<file path="src/rtl/seg_xlate_pkg.sv">
package seg_xlate_pkg;
  typedef enum logic [1:0] {
    FLT_NONE   = 2'd0,
    FLT_ABSENT = 2'd1,
    FLT_PRIV   = 2'd2,
    FLT_LIMIT  = 2'd3
  } fault_e;

  localparam int SEL_RPL_LSB = 0;
  localparam int SEL_TBL_BIT = 2;
  localparam int SEL_IDX_LSB = 3;
endpackage

</file>
<file path="src/rtl/seg_tbl.sv">
module seg_tbl #(
  parameter int DEPTH   = 16,
  parameter int BASE_W  = 32,
  parameter int LIMIT_W = 20,
  parameter int ATTR_W  = 4,
  localparam int IDX_W  = $clog2(DEPTH),
  localparam int MEM_W  = BASE_W + LIMIT_W + 2 + ATTR_W
) (
  input  logic               clk,
  input  logic               rst,
  input  logic               wr_en,
  input  logic [IDX_W-1:0]   wr_idx,
  input  logic [BASE_W-1:0]  wr_base,
  input  logic [LIMIT_W-1:0] wr_limit,
  input  logic [1:0]         wr_dpl,
  input  logic [ATTR_W-1:0]  wr_attr,
  input  logic               wr_present,
  input  logic               wr_acc,
  input  logic [IDX_W-1:0]   rd_idx,
  output logic [BASE_W-1:0]  rd_base_q,
  output logic [LIMIT_W-1:0] rd_limit_q,
  output logic [1:0]         rd_dpl_q,
  output logic [ATTR_W-1:0]  rd_attr_q,
  output logic               rd_present_q,
  input  logic [IDX_W-1:0]   acc_idx,
  output logic               acc_bit,
  input  logic               set_en,
  input  logic [IDX_W-1:0]   set_idx
);
  logic [MEM_W-1:0] mem [DEPTH];
  logic [MEM_W-1:0] mem_q;
  logic [DEPTH-1:0] pres;
  logic [DEPTH-1:0] acc;

  // Descriptor body: plain synchronous RAM, no reset
  always_ff @(posedge clk) begin
    if (wr_en) mem[wr_idx] <= {wr_base, wr_limit, wr_dpl, wr_attr};
    mem_q <= mem[rd_idx];
  end

  assign {rd_base_q, rd_limit_q, rd_dpl_q, rd_attr_q} = mem_q;

  always_ff @(posedge clk) begin
    if (rst) begin
      pres         <= '0;
      rd_present_q <= 1'b0;
    end else begin
      if (wr_en) pres[wr_idx] <= wr_present;
      rd_present_q <= pres[rd_idx];
    end
  end

  // Accessed flags: the write port is ordered last so it wins a collision
  always_ff @(posedge clk) begin
    if (rst) begin
      acc <= '0;
    end else begin
      if (set_en) acc[set_idx] <= 1'b1;
      if (wr_en)  acc[wr_idx]  <= wr_acc;
    end
  end

  assign acc_bit = acc[acc_idx];

  AST_CLEAR_ON_RESET: assert property (@(posedge clk) disable iff (rst)
    $fell(rst) |-> (pres == '0) && (acc == '0));
  AST_SET_STICKS: assert property (@(posedge clk) disable iff (rst)
    set_en && !(wr_en && wr_idx == set_idx) |=> acc[$past(set_idx)]);
  AST_WRITE_WINS: assert property (@(posedge clk) disable iff (rst)
    wr_en |=> acc[$past(wr_idx)] == $past(wr_acc));
endmodule

</file>
<file path="src/rtl/seg_chk.sv">
module seg_chk
  import seg_xlate_pkg::*;
#(
  parameter int OFF_W   = 32,
  parameter int LIMIT_W = 20
) (
  input  logic               present,
  input  logic [1:0]         dpl,
  input  logic [LIMIT_W-1:0] limit,
  input  logic [OFF_W-1:0]   off,
  input  logic [1:0]         cpl,
  input  logic [1:0]         rpl,
  output fault_e             fault
);
  logic [1:0] eff;
  logic       priv_bad;
  logic       over_limit;

  always_comb begin
    eff        = (cpl > rpl) ? cpl : rpl;
    priv_bad   = eff > dpl;
    over_limit = off > OFF_W'(limit);
    if (!present)        fault = FLT_ABSENT;
    else if (priv_bad)   fault = FLT_PRIV;
    else if (over_limit) fault = FLT_LIMIT;
    else                 fault = FLT_NONE;
  end
endmodule

</file>
<file path="src/rtl/seg_xlate.sv">
module seg_xlate
  import seg_xlate_pkg::*;
#(
  parameter int TBL_DEPTH = 16,
  parameter int BASE_W    = 32,
  parameter int OFF_W     = 32,
  parameter int LIMIT_W   = 20,
  parameter int ATTR_W    = 4,
  localparam int IDX_W    = $clog2(TBL_DEPTH),
  localparam int SEL_W    = IDX_W + SEL_IDX_LSB
) (
  input  logic               clk,
  input  logic               rst,
  input  logic               wr_en,
  input  logic               wr_local,
  input  logic [IDX_W-1:0]   wr_index,
  input  logic [BASE_W-1:0]  wr_base,
  input  logic [LIMIT_W-1:0] wr_limit,
  input  logic [1:0]         wr_dpl,
  input  logic               wr_present,
  input  logic [ATTR_W-1:0]  wr_attr,
  input  logic               wr_accessed,
  input  logic               req_valid,
  input  logic [SEL_W-1:0]   req_sel,
  input  logic [OFF_W-1:0]   req_off,
  input  logic [1:0]         req_cpl,
  output logic               rsp_valid,
  output logic [BASE_W-1:0]  rsp_lin,
  output logic [1:0]         rsp_fault,
  output logic [ATTR_W-1:0]  rsp_attr,
  output logic               rsp_acc_prev
);
  localparam int NTBL = 2;

  logic [IDX_W-1:0] req_idx;
  logic             req_tbl;
  assign req_idx = req_sel[SEL_W-1:SEL_IDX_LSB];
  assign req_tbl = req_sel[SEL_TBL_BIT];

  // Stage registers alongside the table read
  logic             p_valid;
  logic             p_tbl;
  logic [IDX_W-1:0] p_idx;
  logic [1:0]       p_rpl;
  logic [1:0]       p_cpl;
  logic [OFF_W-1:0] p_off;

  always_ff @(posedge clk) begin
    if (rst) begin
      p_valid <= 1'b0;
      p_tbl   <= 1'b0;
      p_idx   <= '0;
      p_rpl   <= '0;
      p_cpl   <= '0;
      p_off   <= '0;
    end else begin
      p_valid <= req_valid;
      p_tbl   <= req_tbl;
      p_idx   <= req_idx;
      p_rpl   <= req_sel[SEL_RPL_LSB +: 2];
      p_cpl   <= req_cpl;
      p_off   <= req_off;
    end
  end

  logic [BASE_W-1:0]  t_base    [NTBL];
  logic [LIMIT_W-1:0] t_limit   [NTBL];
  logic [1:0]         t_dpl     [NTBL];
  logic [ATTR_W-1:0]  t_attr    [NTBL];
  logic               t_present [NTBL];
  logic               t_acc     [NTBL];
  logic               set_ok;

  for (genvar t = 0; t < NTBL; t++) begin : g_tbl
    seg_tbl #(
      .DEPTH   (TBL_DEPTH),
      .BASE_W  (BASE_W),
      .LIMIT_W (LIMIT_W),
      .ATTR_W  (ATTR_W)
    ) u_tbl (
      .clk          (clk),
      .rst          (rst),
      .wr_en        (wr_en && (wr_local == 1'(t))),
      .wr_idx       (wr_index),
      .wr_base      (wr_base),
      .wr_limit     (wr_limit),
      .wr_dpl       (wr_dpl),
      .wr_attr      (wr_attr),
      .wr_present   (wr_present),
      .wr_acc       (wr_accessed),
      .rd_idx       (req_idx),
      .rd_base_q    (t_base[t]),
      .rd_limit_q   (t_limit[t]),
      .rd_dpl_q     (t_dpl[t]),
      .rd_attr_q    (t_attr[t]),
      .rd_present_q (t_present[t]),
      .acc_idx      (p_idx),
      .acc_bit      (t_acc[t]),
      .set_en       (set_ok && (p_tbl == 1'(t))),
      .set_idx      (p_idx)
    );
  end

  logic [BASE_W-1:0]  cur_base;
  logic [LIMIT_W-1:0] cur_limit;
  logic [1:0]         cur_dpl;
  logic [ATTR_W-1:0]  cur_attr;
  logic               cur_present;
  logic               cur_acc;
  fault_e             cur_fault;

  assign cur_base    = t_base[p_tbl];
  assign cur_limit   = t_limit[p_tbl];
  assign cur_dpl     = t_dpl[p_tbl];
  assign cur_attr    = t_attr[p_tbl];
  assign cur_present = t_present[p_tbl];
  assign cur_acc     = t_acc[p_tbl];

  seg_chk #(.OFF_W(OFF_W), .LIMIT_W(LIMIT_W)) u_chk (
    .present (cur_present),
    .dpl     (cur_dpl),
    .limit   (cur_limit),
    .off     (p_off),
    .cpl     (p_cpl),
    .rpl     (p_rpl),
    .fault   (cur_fault)
  );

  assign set_ok = p_valid && (cur_fault == FLT_NONE);

  always_ff @(posedge clk) begin
    if (rst || !p_valid) begin
      rsp_valid    <= 1'b0;
      rsp_lin      <= '0;
      rsp_fault    <= FLT_NONE;
      rsp_attr     <= '0;
      rsp_acc_prev <= 1'b0;
    end else begin
      rsp_valid    <= 1'b1;
      rsp_fault    <= cur_fault;
      rsp_acc_prev <= cur_acc;
      rsp_lin      <= set_ok ? cur_base + BASE_W'(p_off) : '0;
      rsp_attr     <= set_ok ? cur_attr : '0;
    end
  end

  AST_RSP_AFTER_REQ: assert property (@(posedge clk) disable iff (rst)
    rsp_valid |-> $past(req_valid, 2));
  AST_IDLE_ZERO: assert property (@(posedge clk) disable iff (rst)
    !rsp_valid |-> (rsp_lin == '0) && (rsp_fault == 2'd0) && !rsp_acc_prev);
  AST_ABSENT_FIRST: assert property (@(posedge clk) disable iff (rst)
    p_valid && !cur_present |=> rsp_fault == FLT_ABSENT);
  AST_FAULT_NO_ADDR: assert property (@(posedge clk) disable iff (rst)
    rsp_valid && (rsp_fault != 2'd0) |-> (rsp_lin == '0) && (rsp_attr == '0));
  AST_LIMIT_ONLY_PRESENT: assert property (@(posedge clk) disable iff (rst)
    rsp_valid && (rsp_fault == FLT_LIMIT) |-> $past(cur_present));
endmodule

</file>
<file path="config.mk">
export PLATFORM = sky130hd
export DESIGN_NAME = seg_xlate
export DESIGN_NICKNAME = d
export VERILOG_FILES = /design/src/rtl/seg_xlate_pkg.sv /design/src/rtl/seg_tbl.sv /design/src/rtl/seg_chk.sv /design/src/rtl/seg_xlate.sv
export SDC_FILE = /design/constraint.sdc
export NUM_CORES = 2
export LEC_CHECK = 0
export ABC_AREA = 1
export BUFFER_PORTS_ARGS = -buffer_cell sky130_fd_sc_hd__buf_2
export CAP_MARGIN = 20
export CORE_UTILIZATION = 50
export CTS_CLUSTER_DIAMETER = 30
export DETAILED_ROUTE_END_ITERATION = 6
export PLACE_DENSITY = 0.69
export RECOVER_POWER = 100
export SETUP_SLACK_MARGIN = 0.1
export SLEW_MARGIN = 40
export SYNTH_ARGS = -nofsm -noshare
export SYNTH_HDL_FRONTEND = slang
export SYNTH_SLANG_ARGS = --single-unit
</file>
<file path="constraint.sdc">
create_clock -name clk -period 7.8 [get_ports clk]
set_input_delay 0.78 -clock clk [delete_from_list [all_inputs] [get_ports clk]]
set_output_delay 0.78 -clock clk [all_outputs]
set_load 0.03 [all_outputs]
</file>
==> results.md <==
- Outcome: complete, but fails checks
- Failing checks: max-capacitance violations, max-slew violations
- Area leader, netlist: edfxtp_1
- Setup Skew: 0.0671 ns
- Die ar.: 167000 µm²
- Area grow syn2layout: 19.5%
- FFs w/ async S/R, synth: 0
- Most common library cells after synthesis: edfxtp_1, nor2_1, o21ai_0
- DP HPWL: 121000 µm
- Initial antenna violation count: 24
- Global-route wire length before repair: 347000 µm
- Site Rows: 148
- TritonCTS clock tree: yes
- Flops & latches, synth: 2120
- Critical path fanouts, max: 43
- Starting DRC count in detailed routing: 7353
- Core area: 163000 µm²
- Peak supply drop: 0.273 mV
- Ys flop type: edfxtp_1
- Placement Cell Area: 85500 µm²
- DRC viols: 0
- Final period util: 0.763
- Pwr dens: 318 nW/µm²
- CP arrival: 6.36 ns
- RSZ-0062 raised after global routing: no
- Final setup vio count: 0
- Via count: 55900
- Wire per inst: 26.0 µm
- Final Hold Viols: 0
- Final Routed Wirelength: 237000 µm
- DRT Pass-1 Iters: 6
- Share of cells above drive strength 1: 0.114
- Number of global-route vias before repair: 54800
- Register area share after synthesis: 0.740
- IO Pins: 150
- Crit start category: primary input
- FMAX: 168 MHz
- Dominant cell by count in the synthesized netlist: edfxtp_1
- Port bufs: 149
- Final nets: 6800
- CP required: 8.21 ns
- Clk sinks: 2120
- Final instance area: 98500 µm²
- Tot GR Track Use: 0.279
- Die Width: 408 µm
- Starting Density: 0.505
- EDFF count, synth: 1856
- Grt ovf: 0
- Worst slew pin tran: 4.60 ns
- Pleak: 33.3 nW
- Clock buffer depth: 4
- CTS H-tree lvls: 5
- Min Hold Slack: 0.0736 ns
- Max Cap Viol: 62
- Kind of end point of the critical path: flip-flop
- Synth top area cells: edfxtp_1, dfxtp_1, o21ai_0
- Syn Nets: 6572
- Worst skew pair latency: 0.97 ns
- Yosys warns: 0
- Pin count of the biggest net entering global routing: 200
- Setup Buffers After CTS: 0
- Dpl cells: 8400
- Die height: 408 µm
- Root buffer cell: clkbuf_16
- Final period demand of the worst path: 5.95 ns
- Cts bufs inserted: 386
- Remaining antenna violation count: 0
- Unique masters post-synth: 51
- Hold Crit Class: in2reg
- Setup_tns: 0 ns
- Post_cts resized: 0
- Vias/cell: 6.11
- Clock-pin transition on the worst setup and hold timing paths: 0.05 ns
- Avg Cell Area, Syn: 12.9 µm²
- Mapped cell area: 82500 µm²
- RD Place Congestion: 0.912
- Final Max Slew Viols: 2049
- Pwr Total: 0.0313 W
- WS Path Type: in2reg
- Top-area cell type share of the netlist area: 0.676
- Synth Instances: 6405
- Max-slew headroom: -2.07
- Post-Layout Cell Count: 9137
cell usage in the layout (no fill, tap or decap), types with 6 or more instances in the layout:
| cell | synthesis | final |
|---|---|---|
| a21oi_1 | 79 | 81 |
| a22oi_1 | 9 | 9 |
| buf_12 | 0 | 8 |
| buf_2 | 100 | 44 |
| buf_4 | 6 | 19 |
| buf_6 | 6 | 12 |
| bufinv_16 | 0 | 58 |
| clkbuf_1 | 303 | 193 |
| clkbuf_16 | 0 | 394 |
| clkbuf_8 | 0 | 10 |
| clkinv_1 | 1 | 21 |
| clkinv_2 | 0 | 44 |
| clkinv_4 | 0 | 51 |
| clkinvlp_4 | 0 | 46 |
| dfxtp_1 | 264 | 264 |
| diode_2 | 0 | 12 |
| dlygate4sd3_1 | 0 | 16 |
| edfxtp_1 | 1856 | 1856 |
| ha_1 | 56 | 56 |
| inv_1 | 199 | 196 |
| inv_6 | 0 | 40 |
| inv_8 | 0 | 8 |
| mux2i_1 | 20 | 20 |
| nand2_1 | 385 | 387 |
| nand3_1 | 143 | 143 |
| nand4_1 | 7 | 9 |
| nor2_1 | 1239 | 1227 |
| nor2_4 | 1 | 11 |
| nor3_1 | 11 | 11 |
| o211ai_1 | 118 | 118 |
| o21ai_0 | 1028 | 1028 |
| o221ai_1 | 362 | 362 |
| o22ai_1 | 111 | 111 |
| or2_2 | 18 | 18 |
| xnor2_1 | 6 | 6 |
| xor2_1 | 12 | 12 |
critical path, cell delays in order:
cell	delay, ns
buf_2	0.10
nor2_1	0.23
inv_1	0.08
clkbuf_1	0.56
nor2_4	0.25
clkbuf_1	1.19
clkbuf_1	3.08
registers in the layout (all words and copies together) (netlist names), 4 cells and up:
register,flops
g_tbl.u_tbl.mem,1856
p_idx,4
g_tbl.u_tbl.acc,32
rsp_attr,4
g_tbl.u_tbl.mem_q,116
g_tbl.u_tbl.pres,32
rsp_lin,32
p_off,32
through the flow:
stage	setup slack [ns]	utilization
after global routing	1.93	0.603
after global placement	4.06	0.522
final	1.85	0.603
after detailed placement	4.08	0.523
after floorplan	3.38	-
after CTS	4.01	0.607
layer usage:
layer	vias up	share of wire	global-route usage
met1	27500	0.39	0.379
met3	576	0.11	0.0608
met2	3398	0.46	0.439
li1	24300	-	-
met5	-	0.00066	0
met4	24	0.036	0.112
where the power goes:
part / internal, W / total [W] / switching, W
logic: 0.000392 / 0.00150 / 0.00111
clock network: 0.0113 / 0.0171 / 0.00580
registers: 0.0126 / 0.0127 / 0.000108
cell families (layout without fill, tap and decap cells):
| logic type | count (synthesis) | count (layout) | synth area share |
|---|---|---|---|
| xor gates and xnor gates | 18 | 18 | 0.00191 |
| other | 0 | 12 | 0 |
| muxes | 20 | 20 | 0.00243 |
| buffers and inverters | 631 | 1176 | 0.0312 |
| DFF | 2120 | 2120 | 0.740 |
| AOI/OAI and AO/OA | 1732 | 1732 | 0.128 |
| adders and majority gates | 57 | 57 | 0.00874 |
| and+or+nand+nor | 1827 | 1827 | 0.0879 |
path summary, 6_finish.rpt:
path | from | to | slack, ns | cells after the start
max | wr_local | g_tbl[0].u_tbl.mem[2][3] | 1.85 | 7
min | req_sel[0] | p_rpl[0] | 0.07 | 3
max reg2reg | p_tbl | g_tbl[1].u_tbl.acc[3] | 2.62 | 14
min reg2reg | g_tbl[0].u_tbl.pres[3] | g_tbl[0].u_tbl.pres[3] | 0.45 | 2
timing repair:
item / CTS / global route
hold buffers: 16 / 0
endpoints found under the hold margin: 16 / 0
endpoints found under the setup margin: 0 / 0
cell type report:
| type | count | area, µm² |
|---|---|---|
| antenna | 12 | 30.0 |
| clock buffer | 434 | 10100 |
| clock inverter | 271 | 3340 |
| fill | 12000 | 64800 |
| inverter | 202 | 800 |
| multi-input combinational | 3654 | 18900 |
| sequential | 2120 | 61000 |
| tap | 2175 | 2720 |
| timing repair buffer | 269 | 1590 |
(Power assumes the default switching activity.)
